===== src/rtl/ivf_pkg.sv =====
package ivf_pkg;

  // Sequencer states: idle, break-flag probe, and entry fetch.
  typedef enum logic [1:0] {
    ST_IDLE  = 2'd0,
    ST_PROBE = 2'd1,
    ST_FETCH = 2'd2
  } ivfState_e;

  // Strobes from the control module to the datapath.
  typedef struct packed {
    logic latchReq;
    logic probeDone;
    logic beat;
    logic finish;
  } ivfStrobe_t;

  // Status from the datapath back to the control module.
  typedef struct packed {
    logic reqIsBrk;
    logic entryOdd;
  } ivfStatus_t;

  localparam int unsigned FIXED_COUNT = 9;
  localparam int unsigned CODE_BRK    = 2;
  localparam int unsigned CODE_RESET  = 8;
  localparam int unsigned BYTE_W      = 8;

endpackage


===== src/rtl/ivf_datapath.sv =====
module ivf_datapath
  import ivf_pkg::*;
#(
  parameter int unsigned ADDR_W   = 20,
  parameter int unsigned DATA_W   = 16,
  parameter int unsigned NUM_W    = 6,
  parameter int unsigned BRK_SLOT = 0
) (
  input  logic              clk,
  input  logic              rstN,
  input  ivfStrobe_t        stb,
  input  logic              srcKind,
  input  logic [NUM_W-1:0]  srcNum,
  input  logic [ADDR_W-1:0] tableBase,
  input  logic [DATA_W-1:0] memRdata,
  output ivfStatus_t        status,
  output logic [ADDR_W-1:0] rdAddr,
  output logic [ADDR_W-1:0] vecAddr
);

  // Fixed table sits in the top 4*FIXED_COUNT bytes of the space.
  localparam logic [ADDR_W-1:0] FIX_BASE   = ADDR_W'((1 << ADDR_W) - 4 * FIXED_COUNT);
  localparam logic [ADDR_W-1:0] BRK_ENTRY  = FIX_BASE + ADDR_W'(4 * CODE_BRK);
  localparam logic [ADDR_W-1:0] PROBE_ADDR = BRK_ENTRY + ADDR_W'(2);
  localparam logic [ADDR_W-1:0] RST_ENTRY  = FIX_BASE + ADDR_W'(4 * CODE_RESET);
  localparam int unsigned       BUF_W      = DATA_W + BYTE_W;
  localparam int unsigned       HI_BITS    = ADDR_W - 2 * BYTE_W;

  logic              kindR;
  logic [NUM_W-1:0]  numR;
  logic [ADDR_W-1:0] baseR;
  logic              fbR;
  logic [BUF_W-1:0]  shBuf;
  logic [ADDR_W-1:0] curEntry;
  logic              probeHit;
  logic [ADDR_W-1:0] evenVec;
  logic [ADDR_W-1:0] oddVec;

  function automatic logic [ADDR_W-1:0] calcEntry(
    input logic              kind,
    input logic [NUM_W-1:0]  num,
    input logic [ADDR_W-1:0] base,
    input logic              fallback
  );
    logic [ADDR_W-1:0] e;
    if (kind)                              e = base + (ADDR_W'(num) << 2);
    else if (fallback)                     e = base + ADDR_W'(4 * BRK_SLOT);
    else if (num >= NUM_W'(FIXED_COUNT))   e = RST_ENTRY;
    else                                   e = FIX_BASE + (ADDR_W'(num) << 2);
    return e;
  endfunction

  function automatic logic [ADDR_W-1:0] wordOf(input logic [ADDR_W-1:0] a);
    return {a[ADDR_W-1:1], 1'b0};
  endfunction

  assign curEntry        = calcEntry(kindR, numR, baseR, fbR);
  assign probeHit        = (memRdata[DATA_W-1 -: BYTE_W] == {BYTE_W{1'b1}});
  assign status.reqIsBrk = !srcKind && (srcNum == NUM_W'(CODE_BRK));
  assign status.entryOdd = curEntry[0];

  // Byte-lane realignment: even entries finish on the second word, odd on the third.
  assign evenVec = {memRdata[HI_BITS-1:0], shBuf[BUF_W-1:BYTE_W]};
  assign oddVec  = shBuf[ADDR_W-1:0];

  always_ff @(posedge clk or negedge rstN) begin
    if (!rstN) begin
      kindR   <= 1'b0;
      numR    <= '0;
      baseR   <= '0;
      fbR     <= 1'b0;
      rdAddr  <= '0;
      shBuf   <= '0;
      vecAddr <= '0;
    end else begin
      if (stb.latchReq) begin
        kindR  <= srcKind;
        numR   <= srcNum;
        baseR  <= tableBase;
        fbR    <= 1'b0;
        rdAddr <= status.reqIsBrk ? PROBE_ADDR
                                  : wordOf(calcEntry(srcKind, srcNum, tableBase, 1'b0));
      end
      if (stb.probeDone) begin
        fbR    <= probeHit;
        rdAddr <= wordOf(calcEntry(kindR, numR, baseR, probeHit));
      end
      if (stb.beat) begin
        shBuf  <= {memRdata, shBuf[BUF_W-1 -: BYTE_W]};
        rdAddr <= rdAddr + ADDR_W'(2);
      end
      if (stb.finish) begin
        vecAddr <= status.entryOdd ? oddVec : evenVec;
      end
    end
  end

  // a reset-code request aims its first read at the top entry.
  assert_reset_entry_R5: assert property (@(posedge clk) disable iff (!rstN)
    stb.latchReq && !srcKind && (srcNum == NUM_W'(CODE_RESET)) |=> rdAddr == RST_ENTRY);

  // a break request probes the flag word first.
  assert_brk_probe_R9: assert property (@(posedge clk) disable iff (!rstN)
    stb.latchReq && !srcKind && (srcNum == NUM_W'(CODE_BRK)) |=> rdAddr == PROBE_ADDR);

endmodule


===== src/rtl/ivf_ctrl.sv =====
module ivf_ctrl
  import ivf_pkg::*;
(
  input  logic       clk,
  input  logic       rstN,
  input  logic       req,
  input  logic       memReady,
  input  ivfStatus_t status,
  output ivfStrobe_t stb,
  output logic       busy,
  output logic       memRd,
  output logic       done
);

  ivfState_e state;
  ivfState_e nextState;
  logic [1:0] beatCnt;
  logic       lastBeat;

  assign lastBeat = (beatCnt == (status.entryOdd ? 2'd2 : 2'd1));
  assign busy     = (state != ST_IDLE);
  assign memRd    = busy;

  always_comb begin
    stb       = '0;
    nextState = state;
    unique case (state)
      ST_IDLE: begin
        if (req) begin
          stb.latchReq = 1'b1;
          nextState    = status.reqIsBrk ? ST_PROBE : ST_FETCH;
        end
      end
      ST_PROBE: begin
        if (memReady) begin
          stb.probeDone = 1'b1;
          nextState     = ST_FETCH;
        end
      end
      ST_FETCH: begin
        if (memReady) begin
          stb.beat = 1'b1;
          if (lastBeat) begin
            stb.finish = 1'b1;
            nextState  = ST_IDLE;
          end
        end
      end
      default: nextState = ST_IDLE;
    endcase
  end

  always_ff @(posedge clk or negedge rstN) begin
    if (!rstN) begin
      state   <= ST_IDLE;
      beatCnt <= '0;
      done    <= 1'b0;
    end else begin
      state <= nextState;
      done  <= stb.finish;
      if (state != ST_FETCH)  beatCnt <= '0;
      else if (memReady)      beatCnt <= beatCnt + 2'd1;
    end
  end

  assert_done_pulse_R10: assert property (@(posedge clk) disable iff (!rstN)
    done |=> !done);

  assert_busy_end_R10: assert property (@(posedge clk) disable iff (!rstN)
    $fell(busy) |-> done);

  assert_accept_R12: assert property (@(posedge clk) disable iff (!rstN)
    !busy && req |=> busy);

endmodule


===== src/rtl/int_vector_fetch.sv =====
module int_vector_fetch
  import ivf_pkg::*;
#(
  parameter int unsigned ADDR_W   = 20,
  parameter int unsigned DATA_W   = 16,
  parameter int unsigned NUM_W    = 6,
  parameter int unsigned BRK_SLOT = 0
) (
  input  logic              clk,
  input  logic              rstN,
  input  logic              req,
  input  logic              srcKind,
  input  logic [NUM_W-1:0]  srcNum,
  input  logic [ADDR_W-1:0] tableBase,
  output logic              busy,
  output logic [ADDR_W-1:0] memAddr,
  output logic              memRd,
  input  logic [DATA_W-1:0] memRdata,
  input  logic              memReady,
  output logic [ADDR_W-1:0] vecAddr,
  output logic              done
);

  ivfStrobe_t stb;
  ivfStatus_t status;

  ivf_ctrl u_ctrl (
    .clk      (clk),
    .rstN     (rstN),
    .req      (req),
    .memReady (memReady),
    .status   (status),
    .stb      (stb),
    .busy     (busy),
    .memRd    (memRd),
    .done     (done)
  );

  ivf_datapath #(
    .ADDR_W   (ADDR_W),
    .DATA_W   (DATA_W),
    .NUM_W    (NUM_W),
    .BRK_SLOT (BRK_SLOT)
  ) u_dp (
    .clk       (clk),
    .rstN      (rstN),
    .stb       (stb),
    .srcKind   (srcKind),
    .srcNum    (srcNum),
    .tableBase (tableBase),
    .memRdata  (memRdata),
    .status    (status),
    .rdAddr    (memAddr),
    .vecAddr   (vecAddr)
  );

  // a pending read keeps its address until accepted.
  assert_hold_R6: assert property (@(posedge clk) disable iff (!rstN)
    memRd && !memReady |=> memRd && $stable(memAddr));

  // every read address is word aligned.
  assert_even_R6: assert property (@(posedge clk) disable iff (!rstN)
    memRd |-> memAddr[0] == 1'b0);

endmodule


===== config.mk =====
export PLATFORM = sky130hd
export DESIGN_NAME = int_vector_fetch
export DESIGN_NICKNAME = d
export VERILOG_FILES = /design/src/rtl/ivf_pkg.sv /design/src/rtl/ivf_datapath.sv /design/src/rtl/ivf_ctrl.sv /design/src/rtl/int_vector_fetch.sv
export SDC_FILE = /design/constraint.sdc
export NUM_CORES = 1
export LEC_CHECK = 0
export BUFFER_PORTS_ARGS = -buffer_cell sky130_fd_sc_hd__buf_4
export CAP_MARGIN = 20
export CORE_MARGIN = 4
export CORE_UTILIZATION = 59
export CTS_BUF_LIST = sky130_fd_sc_hd__clkbuf_8
export DETAILED_ROUTE_END_ITERATION = 12
export HOLD_SLACK_MARGIN = 0.06
export PLACE_DENSITY_LB_ADDON = 0.15
export SYNTH_ARGS = -nofsm -noshare
export SYNTH_HDL_FRONTEND = slang
export SYNTH_SLANG_ARGS = --single-unit

===== constraint.sdc =====
create_clock -name clk -period 2.92 [get_ports clk]
set_input_delay 0.292 -clock clk [delete_from_list [all_inputs] [get_ports clk]]
set_output_delay 0.292 -clock clk [all_outputs]
set_load 0.01 [all_outputs]

After elaboration in Yosys (flattened, before gate mapping)
Index checks and enable logic that the tools add are counted.

storage, ports and cells
  output and inout bits = 43
  input port bits = 47
  register bits = 97

cells by class
  reductions and logical operators = 8
  equality and inequality tests = 10
  add/subtract/negate cells = 6
  mux-type cells = 30
  $lt $le $gt $ge = 2

operators by type and width
  operator                                                count
  2-to-1 mux 20 bit                                       10
  adder 20 x 8 -> 20 bit                                  2
  adder 20 x 2 -> 20 bit (second input constant)          1
  adder 7 x 9 -> 10 bit (first input constant)            2
  2-to-1 mux 2 bit                                        10
  >= comparator 6 x 4 -> 1 bit (second input constant)    2
  2-to-1 mux 1 bit                                        9
  equality test 8 bit (second input constant)             1
  inequality test 2 bit (second input constant)           4
  equality test 6 x 2 -> 1 bit (second input constant)    1
  one-hot mux 2 bit (3 select lines)                      1
  nonzero test 2 bit                                      3
  AND reduction 4 bit                                     1
  nonzero test 3 bit                                      1
  adder 2 x 1 -> 2 bit (second input constant)            1
  equality test 2 x 1 -> 1 bit (second input constant)    1
  equality test 2 bit                                     1
  equality test 2 bit (second input constant)             1
  logical NOT 2 bit                                       1
  inequality test 2 x 1 -> 1 bit (second input constant)  1
  logical AND 1 bit                                       1
  logical NOT 1 bit                                       1

Logic depth before layout (Yosys ltp)
Gate-level depths: netlist (run 1).

  depth after elaboration = 10
  depth in mapped cells = 9

Modules after synthesis
From an unflattened synthesis (run 1), not the netlist that was laid out.

unflattened totals
  cells, all modules = 647
  area total of the unflattened synthesis = 6064.6 µm²

modules (own cells, without submodules)
  module        times used  area each (µm²)  cells an instance
  ivf_datapath  1           5786.8           616
  ivf_ctrl      1           277.8            31

Worst setup path before layout (run 1)
OpenSTA, ideal clock, no wires.

  kind = register to register
  from = register u_dp.numR[0]
  to = register u_dp.rdAddr[10]
  setup slack = 0.831 ns
  arrival = 1.958 ns
  required time = 2.788 ns
  stages on the path, launching flop included = 9
  cell sequence = dfrtp_1 ha_1 fa_1 a21oi_1 o21ai_0 a21oi_1 nor3_1 a311oi_1 a211oi_1

between the ends
  longest elaborated chain between the ends = 6
  elaborated cells on any way between the ends = 8
  those cells by class = add/sub (2); order compare (1); mux (5)

ends and longest elaborated chain
  element                                                                RTL line            source
  start: declaration                                                     ivf_datapath.sv:30  logic [NUM_W-1:0] numR;
  start signal: assignment                                               ivf_datapath.sv:78  numR <= srcNum;
  adder 7 x 9 -> 10 bit or >= comparator 6 x 4 -> 1 bit (tied branches)  --
  2-to-1 mux 20 bit                                                      ivf_datapath.sv:48  else if (num >= NUM_W'(FIXED_COUNT)) e = RST_ENTRY;
  2-to-1 mux 20 bit                                                      ivf_datapath.sv:47  else if (fallback) e = base + ADDR_W'(4 * BRK_SLOT);
  2-to-1 mux 20 bit (*)                                                  ivf_datapath.sv:46  if (kind) e = base + (ADDR_W'(num) << 2);
  2-to-1 mux 20 bit (*)                                                  ivf_datapath.sv:84  if (stb.probeDone) begin
  2-to-1 mux 20 bit (*)                                                  ivf_datapath.sv:88  if (stb.beat) begin
  end signal: assignment                                                 ivf_datapath.sv:81  rdAddr <= status.reqIsBrk ? PROBE_ADDR
  end signal: assignment                                                 ivf_datapath.sv:86  rdAddr <= wordOf(calcEntry(kindR, numR, baseR, probeHit));
  end signal: assignment                                                 ivf_datapath.sv:90  rdAddr <= rdAddr + ADDR_W'(2);
  end: declaration                                                       ivf_datapath.sv:17  output logic [ADDR_W-1:0] rdAddr,

Mark *: on every way between the ends. The rest lies on a longest branch, timed or not.
A chain may end at the register's enable or synchronous reset.

Worst setup path in the final report (run 1)
Ends and elaborated chain as after synthesis.

==> impl_results.md, run 1 <==
- Initial antenna violation count: 0
- Pre-Repair DR Iteration Count: 8
- RD Place Congestion: 0.919
- Mapped Cells: 665
- Crit path arrival time: 2.66 ns
- Worst IR drop on VDD: roughly 460 uV
- Max Cap Viol: 0
- Mean area per synthesized cell: 8.92 um2
- Post-synth ARST share: 1.00
- Startpoint Class: register
- Setup WS post-layout: 0.493 ns
- Pre-CTS setup slack: 0.449 ns
- Synthesized Nets: 732
- DR iter-0 viols: 434
- Run status: completed
- Synthesized cell area: 5930 um2
- Slew at the pin with the worst max-slew slack: 0.744 ns
- Worst R2R End: u_dp.rdAddr[10]
- Setup-failing EPs final: 0
- Num CTS Buffers: 9
- Final WL: 15900 um
- Htree depth: 3
- Hold_sp: memRdata[4]
- Most common library cells after synthesis: nand2_1 (114), dfrtp_1 (96), nor2_1 (62)
- WP data required: 3.15 ns
- Setup_tns: 0 ns
- Die span in x: about 110 um
- DRT antenna net count: 0
- HPWL Detailed: 11800 um
- Layout cells sized above 1: 0.207
- Seq cells post-synth: 96
- Largest fanout on the critical path: 5
- Cell count after placement: 868
- P&R area growth vs syn: 18.0%
- WHS: ~0.12 ns
- Grt ovf: 0
- Root Buffer Master: clkbuf_8
- Min-delay worst type: in -> reg
- Power Density: between 900 and 1000 nW/um2
- Crit. End Element: register
- Final min period: around 2.4 ns
- Period utilization: 0.831
- Yosys cell types: 67
- Crit. Startpoint: u_dp.numR[0]
- Crit path cell chain: ha_1 > fa_1 > a21oi_1 > o21ai_0 > a21oi_1 > nor3_1 > a311oi_1 > a211oi_1
- Largest cells by area after synthesis: dfrtp_1 (41%), nand2_1 (7.2%), a21oi_1 (4.8%), mux2_2 (4.6%), nor2_1 (3.9%)
- Clk slew on worst S/H paths: 0.10 ns
- # DRC: 0
- Number of synthesized flops with an enable pin: 0
- R2R Path Start: u_dp.numR[0]
- Worst R2R Setup Slack: 0.49 ns
- Site row count: 36
- Post-DR vias/cell: 6.13
- Final-report max-slew violation count: 0
- Core Region: 9770 um2
- FF-to-FF path depth: 8
- N_diodes: 0
- Worst Clk Skew: 0.0147 ns
- Hold Path End: u_dp.shBuf[12]
- PortBufs: 88
- Synth Flop Type: dfrtp_1
- First-pass GRT wire length: about 26000 um
- WS Path Type: reg -> reg
- Yosys top cell by area: dfrtp_1
- Final hold vios: 0
- Max Freq: approximately 410 MHz
- RSZ-0062 raised after global routing: false
- Via count: approximately 5400
- Sequential area share after synthesis: 0.405
- Slowest CP cell: dfrtp_1
- Post-DR wirelength/cell: ~18 um
- Starting Density: 0.607
- Yosys top cell area share: 0.405
- # nets final: slightly above 800
- TritonCTS clock tree: done
- LEAKAGE: 3.24 nW
- DIE AREA: between 10000 and 15000 um2
- Crit path top cell by count: a21oi_1
- Max stage delay on crit path: 0.44 ns
- Vias in the first global route: 5355
- Post-Layout Cell Count: 885
- Cells on Worst Hold Path: 3
- Synth warn: 0
- Largest net degree at the start of global routing: 57
- Clk buf depth: 2
- Placed inst area: 6750 um2
- # IOs: 90
- Worst skew pair latency: 0.36 ns
- Num Clock Sinks: 96
- Gr usage total: 0.279
- Most frequent cell after synthesis: nand2_1
- Worst slew margin: 0.504
- Die extent in y: around 110 um
- Finished Cell Area: 7000 um2
-- routing by layer --
metal	global-route usage	vias to the layer above	part of all wire
li1	-	2551	-
met1	0.357	2576	0.41
met2	0.476	260	0.49
met3	0.0436	38	0.076
met4	0.111	0	0.025
met5	0	-	0
-- stage by stage --
| step | utilization | total power [mW] |
|---|---|---|
| after CTS | 0.716 | 6.76 |
| after global placement | 0.691 | 5.59 |
| after global routing | 0.716 | 7.24 |
| after detailed placement | 0.691 | 5.71 |
| after floorplan | - | 4.55 |
| final | 0.716 | 6.79 |
-- worst max-delay path by stage --
| stage | end | slack, ns | depth (start not counted) |
|---|---|---|---|
| finish | u_dp.rdAddr[10] | 0.49 | 8 |
| global route | u_dp.rdAddr[10] | 0.31 | 8 |
| CTS | u_dp.rdAddr[10] | 0.52 | 8 |
| detailed placement | u_dp.rdAddr[16] | 0.45 | 10 |
| global placement | u_dp.rdAddr[16] | 0.55 | 10 |
| floorplan | u_dp.rdAddr[10] | 0.83 | 8 |
-- flip-flops by register name, indices dropped and copies added (netlist names) --
name            cells
u_dp.shBuf         24
u_dp.baseR         20
u_dp.vecAddr       20
u_dp.rdAddr        19
u_dp.numR           6
u_ctrl.beatCnt      2
u_ctrl.state        2
u_ctrl.done         1
u_dp.fbR            1
u_dp.kindR          1
-- worst max-delay path, delay by kind of cell (launching register included) --
kind	cells	cell delay, ns
and+or+nand+nor	1	0.09
DFF	1	0.44
adders and majority gates	2	0.67
AOI/OAI and AO/OA	5	1.09
-- final cells by class --
type | count | area [um2]
inverters | 13 | 48.8
repair buffers | 101 | 786
well taps | 133 | 166
multi-input cells | 526 | 3360
clock inverters | 5 | 85.1
clock buffers | 11 | 151
flip-flops and latches | 96 | 2400
fillers | 744 | 2770
-- power by group --
group	switching, mW	leakage (nW)	internal (mW)	total (mW)
sequential	0.673	1.13	1.94	2.62
clock	0.490	0.117	0.536	1.03
combinational	1.66	2.00	1.48	3.14
-- kinds of logic (layout without fill, tap and decap cells) --
kind of cell / count (synthesis) / in the layout / synth area share
fa+ha+maj: 20 / 20 / 0.0447
other cells: 1 / 1 / 0.000632
mux: 47 / 47 / 0.0844
simple gates: 263 / 263 / 0.206
buf+inv: 43 / 130 / 0.0300
flops: 96 / 96 / 0.405
xor+xnor: 33 / 33 / 0.0487
compound gates: 162 / 162 / 0.180
-- repair_timing --
action	in CTS	in global routing
setup buffers	0	0
endpoints found under the hold margin	55	0
hold buffers	1	0
resized for setup	0	0
setup endpoints to repair	0	0
-- layout by cell type (no fill, tap or decap), drive strengths merged, types with 5 or more instances in the layout --
cell type	Yosys	routed
buf	14	100
a311oi	6	6
and2	5	5
nand2b	6	6
or2	8	8
a21o	12	12
xor2	18	18
ha	18	18
o21a	5	5
nor3	6	6
o31ai	5	5
xnor2	15	15
inv	13	15
o21ai	22	22
o211ai	5	5
a31oi	6	6
nand2	114	114
nand4	12	12
nand3	20	20
a21oi	57	57
mux2i	23	23
dfrtp	96	96
nor2	64	64
and3	6	6
nor3b	5	5
clkbuf	16	11
mux2	24	24
a211oi	16	16
Power figures use the tool's default switching activity.
==> inputs of run 2 (changes only) <==
--- a/config.mk
+++ b/config.mk
@@ -5,10 +5,11 @@
 export SDC_FILE = /design/constraint.sdc
 export NUM_CORES = 1
 export LEC_CHECK = 0
+export ABC_AREA = 1
 export BUFFER_PORTS_ARGS = -buffer_cell sky130_fd_sc_hd__buf_4
 export CAP_MARGIN = 20
 export CORE_MARGIN = 4
-export CORE_UTILIZATION = 59
+export CORE_UTILIZATION = 54
 export CTS_BUF_LIST = sky130_fd_sc_hd__clkbuf_8
 export DETAILED_ROUTE_END_ITERATION = 12
 export HOLD_SLACK_MARGIN = 0.06
==> constraint.sdc (replaced) <==
create_clock -name clk -period 2.05 [get_ports clk]
set_input_delay 0.205 -clock clk [delete_from_list [all_inputs] [get_ports clk]]
set_output_delay 0.205 -clock clk [all_outputs]
set_load 0.01 [all_outputs]
==> run 2 against run 1 <==
- die area rose by 18%
- cell area rose by 14%
- clock skew fell by 0.0055 ns
- via count rose by 21%
- utilization fell by 2.8 points
- register-to-register slack got worse by 0.37 ns
- largest cell class unchanged
- largest power group unchanged
==> impl_results.md, run 2 <==
- Run status: completed
- Worst Clk Skew: 0.00923 ns
- Most common cell after layout, fill and taps aside: nand2_1
- Initial antenna violation count: 0
- Power Density: 1320 nW/um2
- RD Place Congestion: 0.981
- Synthesized cell area: 6480 um2
- HPWL Detailed: ~13000 um
- Sequential area share after synthesis: 0.371
- Post-synth ARST share: 1.00
- DIE AREA: around 14000 um2
- Yosys top cell by area: dfrtp_1
- P&R area growth vs syn: 22.7%
- Most frequent cells in the layout: nand2_1 (263), buf_4 (114), dfrtp_1 (95)
- TritonCTS clock tree: done
- Clk slew on worst S/H paths: ~0.10 ns
- WS Path Type: reg -> reg
- Synthesized Nets: 978
- Largest regs: u_dp.shBuf: 24 flops, u_dp.baseR: 20 flops, u_dp.vecAddr: 20 flops
- Synth Flop Type: dfrtp_1
- Root Buffer Master: clkbuf_8
- Min-delay worst type: in -> reg
- Synth warn: 0
- Period utilization: 0.939
- RSZ-0062 raised after global routing: true
- Vias in the first global route: 6029
- Gr usage total: 0.264
- Final hold vios: 0
- Largest net degree at the start of global routing: 50
- Num Clock Sinks: 96
- Worst R2R End: u_dp.rdAddr[12]
- Largest cells by area after synthesis: dfrtp_1 (37%), nand2_1 (16%), o21ai_0 (7.3%), nand3_1 (5.6%), inv_1 (5.3%)
- Worst slew margin: 0.648
- Die extent in y: 118 um
- Hold_sp: tableBase[2]
- Post-DR wirelength/cell: 15.6 um
- Die span in x: between 100 and 150 um
- Crit path cell chain: ha_2 > fa_2 > nand3_1 > nand2_2 > nand2_2 > o21ai_4 > nand2_1 > nand2_1 > nand2_1 > nand2_1 > nand2_1 > nand3_1 > a21oi_2
- R2R Path Start: u_dp.baseR[2]
- Max stage delay on crit path: 0.40 ns
- Num CTS Buffers: 9
- Grt ovf: 0
- Site row count: 39
- Htree depth: 3
- Max Cap Viol: 0
- Max Freq: 520 MHz
- Crit path arrival time: between 2 and 2.5 ns
- Most frequent cell after synthesis: nand2_1
- # IOs: 90
- Number of synthesized flops with an enable pin: 0
- Layout cells sized above 1: 0.194
- Core Region: 11600 um2
- Slew at the pin with the worst max-slew slack: 0.528 ns
- Hold Path End: u_dp.baseR[2]
- Setup WS post-layout: 0.125 ns
- PortBufs: 88
- N_diodes: 0
- Mapped Cells: approximately 910
- Max reg flops: 24
- Clk buf depth: 2
- Mean area per synthesized cell: 7.12 um2
- Seq cells post-synth: 96
- Final-report max-slew violation count: 0
- DR iter-0 viols: 384
- Worst R2R Setup Slack: approximately 0.13 ns
- Yosys cell types: between 40 and 50
- Most common library cells after synthesis: nand2_1 (268), dfrtp_1 (96), o21ai_0 (95)
- LEAKAGE: around 3.8 nW
- Worst IR drop on VDD: 725 uV
- Startpoint Class: register
- Crit. End Element: register
- First-pass GRT wire length: 30000 um
- Worst skew pair latency: approximately 0.38 ns
- Final WL: 18400 um
- # nets final: 1094
- Yosys top cell area share: 0.371
- Final min period: between 1.5 and 2 ns
- Pre-CTS setup slack: ~0.015 ns
- Total power: 10.5 mW
- Crit path top cell by count: nand2_1
- Reg with most FFs: u_dp.shBuf
- FF-to-FF path depth: 13
- Setup-failing EPs final: 0
- DRT antenna net count: 0
- Via count: 6542
- Slowest CP cell: dfrtp_1
- Starting Density: 0.561
- Pre-Repair DR Iteration Count: 5
- Post-DR vias/cell: around 5.6
- WHS: 0.0842 ns
- # DRC: 0
- WP data required: 2.37 ns
- FILL cells: 1051
- Cells on Worst Hold Path: 2
- Largest fanout on the critical path: 7
run 2: changes by cell type after synthesis, moves of 18 or more:
cell and change:
mux2i_1 -23, mux2_2 -18, nand3_1 +53, inv_1 +78
o21ai_0 +77, nand2_1 +154
run 2: timing repair:
action                                  CTS  global route
gates resized for setup                   1            36
pin swaps                                 0             4
hold endpoints to repair                 61             0
buffers inserted                          0             3
endpoints found under the setup margin    3            14
hold buffers                             23             0
run 2: cell families (layout without fill, tap and decap cells):
group,count (synthesis),count (layout),share of synthesized area
AND/OR/NAND/NOR,438,438,0.295
AO/OA/AOI/OAI,202,202,0.175
buffers and inverters,133,254,0.0872
flip-flops,96,96,0.371
adder cells (fa/ha/maj),20,20,0.0409
XOR/XNOR,15,15,0.0203
multiplexers,6,6,0.0104
other,1,1,0.000578
run 2: through the flow:
step                cells  setup TNS [ns]   util  cell area [um2]
finish               1175               0  0.688             7960
floorplan             911               0      -             6480
CTS                  1172               0  0.674             7790
detailed placement   1133               0  0.636             7360
global route         1175         -0.0334  0.688             7960
global placement     1133               0  0.636             7360
run 2: critical path: cells and delay by family, from the launching register on:
kind	cells	cell delay [ns]
and+or+nand+nor	9	0.69
DFF	1	0.40
AOI/OAI and AO/OA	2	0.20
adders and majority gates	2	0.58
run 2: layout make-up:
cell class / instances / area (um2) / share of cell area
clock buffer: 9 / 124 / 0.0156
clock inverter: 7 / 77.6 / 0.00975
inverter: 97 / 367 / 0.0461
multi-input combinational: 682 / 3660 / 0.460
sequential: 96 / 2400 / 0.302
tap: 143 / 179 / 0.0225
timing repair buffer: 141 / 1150 / 0.144
run 2: worst max-delay path by stage:
stage,end,slack (ns),from
floorplan,u_dp.rdAddr[10],0.21,u_dp.numR[0]
global placement,u_dp.rdAddr[12],0.05,u_dp.numR[0]
detailed placement,u_dp.rdAddr[10],0.01,u_dp.numR[0]
CTS,u_dp.rdAddr[12],0.02,u_dp.numR[0]
global route,u_dp.rdAddr[12],-0.03,u_dp.numR[0]
finish,u_dp.rdAddr[12],0.13,u_dp.baseR[2]
run 2: report_power, final:
part,total [mW],switching (mW),internal [mW]
Sequential,3.70,0.909,2.79
Clock,1.31,0.734,0.578
Combinational,5.51,3.18,2.32
Total,10.5,4.83,5.70
run 2: per-layer routing:
layer | vias to the layer above | share of wire | GRT usage
met5 | - | 0 | 0
met4 | 0 | 0.040 | 0.109
met3 | 47 | 0.058 | 0.0341
met2 | 237 | 0.47 | 0.441
met1 | 3038 | 0.44 | 0.346
li1 | 3220 | - | -
==> inputs of run 3 (changes only) <==
--- a/config.mk
+++ b/config.mk
@@ -13,7 +13,9 @@
 export CTS_BUF_LIST = sky130_fd_sc_hd__clkbuf_8
 export DETAILED_ROUTE_END_ITERATION = 12
 export HOLD_SLACK_MARGIN = 0.06
+export MAX_ROUTING_LAYER = met4
 export PLACE_DENSITY_LB_ADDON = 0.15
+export SETUP_SLACK_MARGIN = 0.5
 export SYNTH_ARGS = -nofsm -noshare
 export SYNTH_HDL_FRONTEND = slang
 export SYNTH_SLANG_ARGS = --single-unit
==> constraint.sdc (replaced) <==
create_clock -name clk -period 1.6 [get_ports clk]
set_input_delay 0.16 -clock clk [delete_from_list [all_inputs] [get_ports clk]]
set_output_delay 0.16 -clock clk [all_outputs]
set_load 0.01 [all_outputs]
==> run 3 against run 2 <==
- the run now fails in 5_1_grt
- area after synthesis unchanged
- synthesized cell count unchanged
==> impl_results.md, run 3 <==
- Root Buffer Master: clkbuf_8
- Synthesized cell area: 6480 um2
- # IOs: 90
- PortBufs: 88
- Site row count: 39
- Post-synth ARST share: 1.00
- First error: [ERROR GRT-0183] Net _0273_: the 3D maze router ran out of legal paths (heap underflow) - the net is boxed in by local congestion or blockages.
- Yosys cell types: 48
- Seq cells post-synth: 96
- Num CTS Buffers: 9
- Synth Flop Type: dfrtp_1
- Htree depth: 3
- Pre-CTS setup slack: -0.392 ns
- Largest net degree at the start of global routing: a little under 100
- Cell count after placement: 1205
- HPWL Detailed: 14000 um
- Yosys top cell by area: dfrtp_1
- Yosys top cell area share: 0.371
- RD Place Congestion: about 0.99
- Num Clock Sinks: 96
- Most common library cells after synthesis: nand2_1 (268), dfrtp_1 (96), o21ai_0 (95)
- Most frequent cell after synthesis: nand2_1
- Stopped at: 5_1_grt
- Starting Density: 0.561
- Worst endpoint type: sequential cell input
- Number of synthesized flops with an enable pin: 0
- Clk buf depth: 2
- Die span in x: 118 um
- Die extent in y: 118 um
- Largest cells by area after synthesis: dfrtp_1 (37%), nand2_1 (16%), o21ai_0 (7.3%), nand3_1 (5.6%), inv_1 (5.3%)
- Synth warn: 0
- Initial antenna violation count: 5
- Synthesized Nets: between 900 and 1000
- GRT worst endpoint: u_dp.rdAddr[18]$_DFFE_PN0N_/D
- Mean area per synthesized cell: 7.12 um2
- Sequential area share after synthesis: 0.371
- Run status: stopped before the end
- Mapped Cells: 911
[run 3: cells by family after synthesis]
| group | after synthesis | synth area share |
|---|---|---|
| AOI/OAI and AO/OA | 202 | 0.175 |
| xor gates and xnor gates | 15 | 0.0203 |
| adders and majority gates | 20 | 0.0409 |
| buffers and inverters | 133 | 0.0872 |
| DFF | 96 | 0.371 |
| muxes | 6 | 0.0104 |
| other | 1 | 0.000578 |
| and+or+nand+nor | 438 | 0.295 |
[run 3: what timing repair did]
action | 4_1_cts
cloned | 17
hold buffers | 28
pin swaps | 38
resized for setup | 199
buffers inserted | 41
endpoints found under the hold margin | 123
setup endpoints to repair | 121
[run 3: metrics by stage]
step	cell area, um2	setup TNS [ns]
2_1_floorplan	6660	-0.673
3_3_place_gp	8070	-3.74
3_5_place_dp	8070	-4.31
4_1_cts	10100	-3.26
==> inputs of run 4 (changes only) <==
--- a/config.mk
+++ b/config.mk
@@ -9,13 +9,9 @@
 export BUFFER_PORTS_ARGS = -buffer_cell sky130_fd_sc_hd__buf_4
 export CAP_MARGIN = 20
 export CORE_MARGIN = 4
-export CORE_UTILIZATION = 54
-export CTS_BUF_LIST = sky130_fd_sc_hd__clkbuf_8
+export CORE_UTILIZATION = 40
 export DETAILED_ROUTE_END_ITERATION = 12
-export HOLD_SLACK_MARGIN = 0.06
-export MAX_ROUTING_LAYER = met4
 export PLACE_DENSITY_LB_ADDON = 0.15
-export SETUP_SLACK_MARGIN = 0.5
 export SYNTH_ARGS = -nofsm -noshare
 export SYNTH_HDL_FRONTEND = slang
 export SYNTH_SLANG_ARGS = --single-unit
==> constraint.sdc (replaced) <==
create_clock -name clk -period 2.1 [get_ports clk]
set_input_delay 0.21 -clock clk [delete_from_list [all_inputs] [get_ports clk]]
set_output_delay 0.21 -clock clk [all_outputs]
set_load 0.01 [all_outputs]
==> run 4 against run 3 <==
- the flow now finishes without violations
==> impl_results.md, run 4 (synthesis results as in run 2) <==
- Run status: completed
- HPWL Detailed: 13700 um
- WS Path Type: reg -> reg
- LEAKAGE: 3.78 nW
- Starting Density: 0.408
- Root Buffer Master: clkbuf_16
- Largest fanout on the critical path: 7
- Post-DR vias/cell: 5.05
- Min-delay worst type: in -> reg
- Max stage delay on crit path: 0.43 ns
- Most frequent cells in the layout: nand2_1 (267), buf_4 (118), o21ai_0 (95), dfrtp_1 (95), inv_1 (91)
- Worst IR drop on VDD: 518 uV
- Max Cap Viol: 0
- TritonCTS clock tree: done
- Post-DR wirelength/cell: between 10 and 15 um
- DRT antenna net count: 0
- Sequential Power Share: 0.340
- First-pass GRT wire length: approximately 30000 um
- Gr usage total: 0.202
- Combinational Power Share: 0.494
- Pre-Repair DR Iteration Count: 5
- Final WL: 18200 um
- Cell-internal power: 5.76 mW
- Sw Pwr: 4.73 mW
- Hold_sp: memRdata[6]
- Max reg flops: 24
- # DRC: 0
- Grt ovf: 0
- WP data required: between 2 and 2.5 ns
- Power Density: about 1300 nW/um2
- RD Place Congestion: 0.897
- DR iter-0 viols: 537
- Site row count: 46
- Worst R2R Setup Slack: 0.16 ns
- Reg with most FFs: u_dp.shBuf
- Die extent in y: 135 um
- Layout cells sized above 1: 0.181
- Setup-failing EPs final: 0
- Largest net degree at the start of global routing: 50
- Largest regs: u_dp.shBuf: 24 flops, u_dp.baseR: 20 flops, u_dp.vecAddr: 20 flops
- PortBufs: 88
- Worst Clk Skew: 0.00742 ns
- FF-to-FF path depth: 11
- Worst R2R End: u_dp.rdAddr[10]
- Crit path arrival time: 2.23 ns
- Worst skew pair latency: 0.36 ns
- Crit path top cell by count: nand2_1
- Final-report max-slew violation count: 0
- Die span in x: about 140 um
- Via count: 6217
- Core Region: 15900 um2
- Total power: ~10 mW
- Most common cell after layout, fill and taps aside: nand2_1
- Cells on Worst Hold Path: 3
- WHS: 0.0568 ns
- R2R Path Start: u_dp.numR[0]
- N_diodes: 0
- Final hold vios: 0
- Crit path cell chain: ha_2 > fa_2 > nand3_1 > nand2_2 > nand2_1 > o21ai_2 > nand2_1 > nand2_1 > o21ai_0 > o21ai_0 > a21oi_1
- Crit. End Element: register
- Switching share of total power: 0.451
- Num Clock Sinks: 96
- Clk slew on worst S/H paths: 0.08 ns
- # IOs: 90
- Clock share of power: 0.166
- Vias in the first global route: between 5000 and 6000
- Htree depth: 3
- Startpoint Class: register
- # nets final: 1076
- Initial antenna violation count: 0
- Final min period: 1.94 ns
- P&R area growth vs syn: 21.2%
- Worst slew margin: 0.547
- DIE AREA: around 18000 um2
- Max Freq: about 520 MHz
- Period utilization: 0.924
- Clk buf depth: 2
- Hold Path End: u_dp.shBuf[14]
- Num CTS Buffers: 9
- Slowest CP cell: dfrtp_1
- Slew at the pin with the worst max-slew slack: 0.680 ns
- Setup_tns: 0 ns
## run 4: per-layer routing
| layer | track usage | up-vias | wire, um |
|---|---|---|---|
| met5 | 0 | - | 0 |
| met4 | 0.0666 | 0 | 401 |
| met3 | 0.0279 | 26 | 711 |
| met2 | 0.325 | 140 | 8370 |
| met1 | 0.280 | 2864 | 8740 |
| li1 | - | 3187 | - |
## run 4: per-stage QoR
stage / area (um2) / util / setup WS (ns) / cells
2_1_floorplan: 6480 / - / 0.260 / 911
6_report: 7860 / 0.495 / 0.159 / 1230
3_3_place_gp: 7500 / 0.472 / 0.00289 / 1211
4_1_cts: 7810 / 0.492 / 0.0445 / 1228
3_5_place_dp: 7500 / 0.472 / -0.0452 / 1211
5_1_grt: 7860 / 0.495 / -0.0149 / 1230
## run 4: power groups by stage
stage,Clock (mW),Combinational (mW),Sequential (mW)
5_1_grt,1.84,5.84,3.70
2_1_floorplan,0,3.28,3.56
6_report,1.74,5.18,3.56
4_1_cts,1.76,5.13,3.55
3_3_place_gp,0,5.07,3.57
3_5_place_dp,0,5.11,3.58
## run 4: how the worst max path moves through the flow
stage | endpoint | from | slack (ns) | cells past startpoint
floorplan | u_dp.rdAddr[10] | u_dp.numR[0] | 0.26 | 11
global placement | u_dp.rdAddr[14] | srcNum[0] | 0.003 | 13
detailed placement | u_dp.rdAddr[14] | srcNum[0] | -0.05 | 13
CTS | u_dp.rdAddr[10] | u_dp.numR[0] | 0.04 | 11
global route | u_dp.rdAddr[17] | u_dp.numR[1] | -0.01 | 12
finish | u_dp.rdAddr[10] | u_dp.numR[0] | 0.16 | 11
## run 4: worst max-delay path, delay by kind of cell, from the launching register on
family | cells | cell delay (ns)
compound gates | 4 | 0.46
fa+ha+maj | 2 | 0.57
flops | 1 | 0.43
simple gates | 5 | 0.40
## run 4: cell type report
| class | instances | area [um2] |
|---|---|---|
| flip-flops and latches | 96 | 2400 |
| well taps | 216 | 270 |
| repair buffers | 123 | 967 |
| clock buffers | 9 | 225 |
| clock inverters | 7 | 78.8 |
| inverters | 97 | 367 |
| multi-input cells | 682 | 3550 |
| fillers | 1667 | 8030 |
## run 4: timing repair
item / 4_1_cts / 5_1_grt
gates resized for setup: 0 / 8
hold buffers: 1 / 0
endpoints found under the hold margin: 44 / 0
setup buffers: 0 / 2
endpoints found under the setup margin: 0 / 12
